===== config.mk =====
export PLATFORM = sky130hd
export DESIGN_NAME = bmdma_regfile
export DESIGN_NICKNAME = d
export VERILOG_FILES = /design/src/rtl/bmdma_regfile.sv
export SDC_FILE = /design/constraint.sdc
export NUM_CORES = 1
export LEC_CHECK = 0
export BUFFER_PORTS_ARGS = -buffer_cell sky130_fd_sc_hd__clkbuf_2
export CORE_MARGIN = 2
export CORE_UTILIZATION = 53
export CTS_CLUSTER_DIAMETER = 150
export DETAILED_ROUTE_END_ITERATION = 10
export PLACE_DENSITY = 0.86
export REMOVE_ABC_BUFFERS = 1
export SYNTH_ARGS = -nofsm -noshare
export SYNTH_HDL_FRONTEND = slang
export SYNTH_SLANG_ARGS = --single-unit

===== constraint.sdc =====
create_clock -name clk -period 4.25 [get_ports clk]
set_input_delay 0.425 -clock clk [delete_from_list [all_inputs] [get_ports clk]]
set_output_delay 0.425 -clock clk [all_outputs]
set_load 0.02 [all_outputs]

===== src/rtl/bmdma_regfile.sv =====
module bmdma_regfile #(
  parameter int NCH = 2,
  parameter int AW  = 4
) (
  input  logic              clk,
  input  logic              rst_n,
  input  logic              bus_req,
  input  logic              bus_wr,
  input  logic [AW-1:0]     bus_addr,
  input  logic [1:0]        bus_size,
  input  logic [31:0]       bus_wdata,
  output logic              rd_valid,
  output logic [31:0]       rd_data,
  input  logic [NCH-1:0]    eng_active,
  input  logic [NCH-1:0]    set_irq,
  input  logic [NCH-1:0]    set_err,
  output logic [NCH-1:0]    dma_start,
  output logic [NCH-1:0]    cmd_run,
  output logic [NCH-1:0]    cmd_dir,
  output logic [NCH-1:0]    irq_line,
  output logic [NCH*32-1:0] prd_base
);
  localparam int CW = (NCH > 1) ? $clog2(NCH) : 1;

  logic [NCH-1:0] st_irq, st_err;
  logic [1:0]     st_cfg [NCH];
  logic [31:0]    base   [NCH];

  logic [CW-1:0] ch;
  logic [2:0]    off;
  logic          byte_acc, wr_hit;
  logic [7:0]    wb;

  assign ch       = CW'(bus_addr[AW-1:3]);
  assign off      = bus_addr[2:0];
  assign byte_acc = (bus_size == 2'd0);
  assign wr_hit   = bus_req && bus_wr && byte_acc;
  assign wb       = bus_wdata[7:0];

  always_ff @(posedge clk) begin
    if (!rst_n) begin
      cmd_run   <= '0;
      cmd_dir   <= '0;
      dma_start <= '0;
      st_irq    <= '0;
      st_err    <= '0;
      for (int i = 0; i < NCH; i++) begin
        st_cfg[i] <= '0;
        base[i]   <= '0;
      end
    end else begin
      for (int i = 0; i < NCH; i++) begin
        logic sel, wst;
        sel = wr_hit && (ch == CW'(i));
        wst = sel && (off == 3'd2);
        dma_start[i] <= sel && (off == 3'd0) && wb[0] && !cmd_run[i];
        if (sel && off == 3'd0) begin
          cmd_run[i] <= wb[0];
          cmd_dir[i] <= wb[3];
        end
        if (wst) st_cfg[i] <= wb[6:5];
        st_irq[i] <= set_irq[i] | (st_irq[i] & ~(wst & wb[2]));
        st_err[i] <= set_err[i] | (st_err[i] & ~(wst & wb[1]));
        if (sel && off[2]) begin
          case (off[1:0])
            2'd0:    base[i][7:0]   <= {wb[7:2], 2'b00};
            2'd1:    base[i][15:8]  <= wb;
            2'd2:    base[i][23:16] <= wb;
            default: base[i][31:24] <= wb;
          endcase
        end
      end
    end
  end

  logic [7:0]  sel_byte;
  logic [31:0] rd_next;

  always_comb begin
    sel_byte = 8'hFF;
    for (int i = 0; i < NCH; i++) begin
      if (ch == CW'(i)) begin
        case (off)
          3'd0: sel_byte = {4'b0, cmd_dir[i], 2'b0, cmd_run[i]};
          3'd2: sel_byte = {1'b0, st_cfg[i], 2'b0, st_irq[i], st_err[i], eng_active[i]};
          3'd4: sel_byte = base[i][7:0];
          3'd5: sel_byte = base[i][15:8];
          3'd6: sel_byte = base[i][23:16];
          3'd7: sel_byte = base[i][31:24];
          default: sel_byte = 8'hFF;
        endcase
      end
    end
    case (bus_size)
      2'd0:    rd_next = {24'b0, sel_byte};
      2'd1:    rd_next = 32'h0000_FFFF;
      default: rd_next = 32'hFFFF_FFFF;
    endcase
  end

  always_ff @(posedge clk) begin
    if (!rst_n) begin
      rd_valid <= 1'b0;
      rd_data  <= '0;
    end else begin
      rd_valid <= bus_req && !bus_wr;
      if (bus_req && !bus_wr) rd_data <= rd_next;
    end
  end

  assign irq_line = st_irq;

  for (genvar g = 0; g < NCH; g++) begin : g_base
    assign prd_base[g*32 +: 32] = base[g];
  end
endmodule


# After elaboration in Yosys (flattened, before gate mapping)
# Memories as Yosys holds them, arrays and structs flattened.
# Index checks and enable logic that the tools add are counted.
# totals
ramBits	64
reg_bits	43
inputBits	48
n_memories	2
word_cells	117
# classes
eq_ne	8
n_mux	49
n_bitwise	27
reduce_logical	22
# memory_table
memory	words	width	rd	rd_ports_with_merged_regs	write_ports	line_no	rtl
base	2	30	2	0	2	27	logic [31:0] base [NCH];
st_cfg	2	2	2	0	2	26	logic [1:0] st_cfg [NCH];
# ops
cell	count
$pmux 8 s6	2
$pmux 32 s2	1
$mux 8	7
$mux 1	35
$logic_and 1x1->1	15
$or 1x1->1	14
$eq 3x3->1 const B	4
$mux 6	2
$and 1x1->1	8
$not 1->1	5
$eq 2x1->1 const B	2
$logic_not 2->1	2
$mux 2	2
$eq 3x2->1 const B	1
$logic_not 1->1	3
$logic_not 3->1	1
$reduce_or 3->1	1
$eq 2x2->1 const B	1

# Logic depth before layout (Yosys ltp)
# logic_depth
depth_word	8
depth_mapped	6
depth_no_buf	4

# Worst setup path after synthesis
# Ideal clock, no wire load.
# synth_path
kind	in2reg
start	input port bus_addr[1]
end	memory base[0][22] in the netlist's numbering (enable)
cell_stages	5
required_ns	3.863
slack_ns	2.047
path_buffers	3
arrival_ns	1.816
cell_sequence	buf_2 -> buf_2 -> inv_1 -> clkbuf_1 -> o31ai_1
# synth_rtl
item	line_no	rtl
start, declared	9	input logic [AW-1:0] bus_addr,
end, declared	27	

==> results.sh <==
export IMPL_status="finished, final reports clean"
export IMPL_rows=31
export IMPL_post_route_period_util_pct=56.7
export IMPL_synth_edf_count=64
export IMPL_place_hpwl_um=7200
export IMPL_fmax_mhz=415
export IMPL_grt_use_total_pct=24.3
export IMPL_synth_flop_cell="edfxtp_1"
export IMPL_required_ns=4.33
export IMPL_overflow=0
export IMPL_period_minus_slack_ns=2.41
export IMPL_critical_path_class="in -> reg"
export IMPL_finalPower_mw=1.81
export IMPL_syn_cell_area_um2=3970
export IMPL_diodes=0
export IMPL_startpoint_type="input port"
export IMPL_seq_area_frac_synth_pct=59.0
export IMPL_r2r_start="base[1][29]$_DFFE_PP_"
export IMPL_cts_tree="done"
export IMPL_yosys_warnings=0
export IMPL_final_core_util_pct=64.6
export IMPL_dieArea_um2=8200
export IMPL_fin_area_um2=4690
export IMPL_synth_area_leaders="edfxtp_1 48%, dfxtp_1 11%, mux2i_1 5.3%, buf_4 5.1%, nor4_1 2.7%"
export IMPL_crit_fanout=30
export IMPL_clock_sink_count=85
export IMPL_rsz0062_at_grt="false"
export IMPL_synth_area_per_cell_um2=12.0
export IMPL_clk_path_buf_depth=2
export IMPL_io_buffers=124
export IMPL_syn_instance_count=330
export IMPL_r2r_end="rd_data[7]$_SDFFE_PN0P_"
export IMPL_syn2layout_area_growth_pct=18.0
export IMPL_r2r_cells=4
export IMPL_fp_coreArea_um2=7250
export IMPL_drive_above_1_share_pct=37.4
export IMPL_leakage_nw=1.94
export IMPL_async_flop_share_pct=0
export IMPL_max_slew_margin_rel_pct=18.8
export IMPL_cts_buffers=9
export IMPL_dr_pass1_iters=5
export IMPL_htree_levels=3
export IMPL_finalHoldViolCount=0
export IMPL_min_path_cells=2
export IMPL_place_area_um2=4480
export IMPL_fp_dieH_um=90.6
export IMPL_max_vdd_ir_drop_mv=0.156
export IMPL_post_place_cells=514
export IMPL_powerDensity_nw_per_um2=387
export IMPL_yosysTopAreaCell="edfxtp_1"
export IMPL_nets=474
export IMPL_n_fill_cell=559
export IMPL_instances_no_fill=530
export IMPL_gp_congestion=0.847
export IMPL_cts_root_buf="clkbuf_8"
export IMPL_fin_worst_skew_ns=0.00885
export IMPL_setup_tns_ns=0
export IMPL_synth_seq_cells=85
export IMPL_drt_iter0_drc=343
export IMPL_crit_arrival_ns=2.49
export IMPL_yosysMostFrequentCell="edfxtp_1"
export IMPL_clock_latency_ns=0.37
export IMPL_hold_class="in -> reg"
export IMPL_postCtsSetupBuffers=0
export IMPL_drv_cap=0
export IMPL_slew_violations=0
export IMPL_regToRegSetupSlack_ns=2.75
export IMPL_grt_pass1_wl_um=15400
export IMPL_setup_viol=0
export IMPL_synth_top_cell_area_share_pct=48.4
export IMPL_routedWlPerCell_um=18.9
export IMPL_antenna_found_initial=0
export IMPL_path_clk_slew_ns=0.09
export IMPL_start_util_pct=54.8
export IMPL_cts_hold_buf=0
export IMPL_cp_startpoint="bus_addr[0]"
export IMPL_die_x_um=90.6
export IMPL_worst_slew_pin_slew_ns=1.21
export IMPL_ys_types=49
export IMPL_drc_errors=0
export IMPL_dr_total_vias=3118
export IMPL_cts_resized=0
export IMPL_antenna_left=0
export IMPL_yosys_top_cells_count="64 x edfxtp_1, 27 x buf_4, 21 x dfxtp_1, 21 x mux2i_1, 20 x nor2_1"
export IMPL_drt_total_wl_um=10000
export IMPL_viasPerCell=5.88
export IMPL_first_global_vias=2930
export IMPL_grt_max_degree=33
export IMPL_endpoint_kind="flop"
export IMPL_crit_end="base[0][14]$_DFFE_PP_"
export IMPL_num_io_pins=153
==> cell type report <==
cell class	count	area, um^2	area share (%)
clock buffer	10	138	2.94
sequential	85	2340	50.0
tap	99	124	2.64
clock inverter	6	67.6	1.44
multi-input combinational	187	1300	27.7
timing repair buffer	131	673	14.4
inverter	12	45.0	0.961
==> layout by cell type, fill, tap and decap left out, drive strengths merged, types with 5 or more instances in the layout <==
| cell | netlist | final |
|---|---|---|
| a211oi | 6 | 6 |
| buf | 38 | 7 |
| clkbuf | 11 | 134 |
| dfxtp | 21 | 21 |
| edfxtp | 64 | 64 |
| inv | 12 | 15 |
| mux2 | 5 | 5 |
| mux2i | 21 | 21 |
| nand2 | 11 | 11 |
| nand2b | 6 | 6 |
| nand3 | 7 | 7 |
| nor2 | 20 | 20 |
| nor2b | 7 | 7 |
| nor3 | 15 | 15 |
| nor4 | 17 | 17 |
| o21ai | 18 | 18 |
==> flip-flops by register name, indices dropped and copies added, names as in the netlist <==
register   cells
rd_valid       1
st_cfg         4
dma_start      2
rd_data       10
base          60
st_err         2
cmd_run        2
cmd_dir        2
irq_line       2
==> per-layer routing <==
layer | global-route usage (%) | part of all wire (%)
met4 | 11.4 | 1.8
met2 | 38.6 | 49
met3 | 6.26 | 10
met1 | 31.4 | 39
met5 | 0 | 0
==> cells by family after synthesis <==
| kind of cell | share of synthesized area [%] |
|---|---|
| and+or+nand+nor | 14.0 |
| DFF | 59.0 |
| buffers and inverters | 8.63 |
| AOI/OAI and AO/OA | 9.36 |
| muxes | 8.98 |
| other | 0.0944 |
==> how the worst min path moves through the flow <==
stage	startpoint	to
floorplan	st_err[0]$_SDFF_PN0_	rd_data[1]$_SDFFE_PN0P_
global placement	cmd_run[1]$_SDFFE_PN0P_	dma_start[1]$_SDFF_PN0_
detailed placement	cmd_run[1]$_SDFFE_PN0P_	dma_start[1]$_SDFF_PN0_
CTS	set_irq[0]	irq_line[0]$_SDFF_PN0_
global route	set_irq[0]	irq_line[0]$_SDFF_PN0_
finish	set_irq[0]	irq_line[0]$_SDFF_PN0_
==> critical path, stage by stage <==
cell and delay [ns]:
clkbuf_2 0.42, nand2b_1 0.54, o21ai_0 0.80, buf_4 0.28
==> report_power, final <==
group	internal, mW	switching, mW
Clock	0.292	0.302
Sequential	0.933	0.0280
Combinational	0.0836	0.174
Total	1.31	0.504
==> stage by stage <==
stage | hold slack [ns] | setup WS [ns]
2_1_floorplan | 0.447 | 1.48
3_3_place_gp | 0.462 | 1.51
3_5_place_dp | 0.471 | 1.46
4_1_cts | 0.259 | 1.84
5_1_grt | 0.278 | 1.72
6_report | 0.264 | 1.84
(Power assumes the default switching activity.)
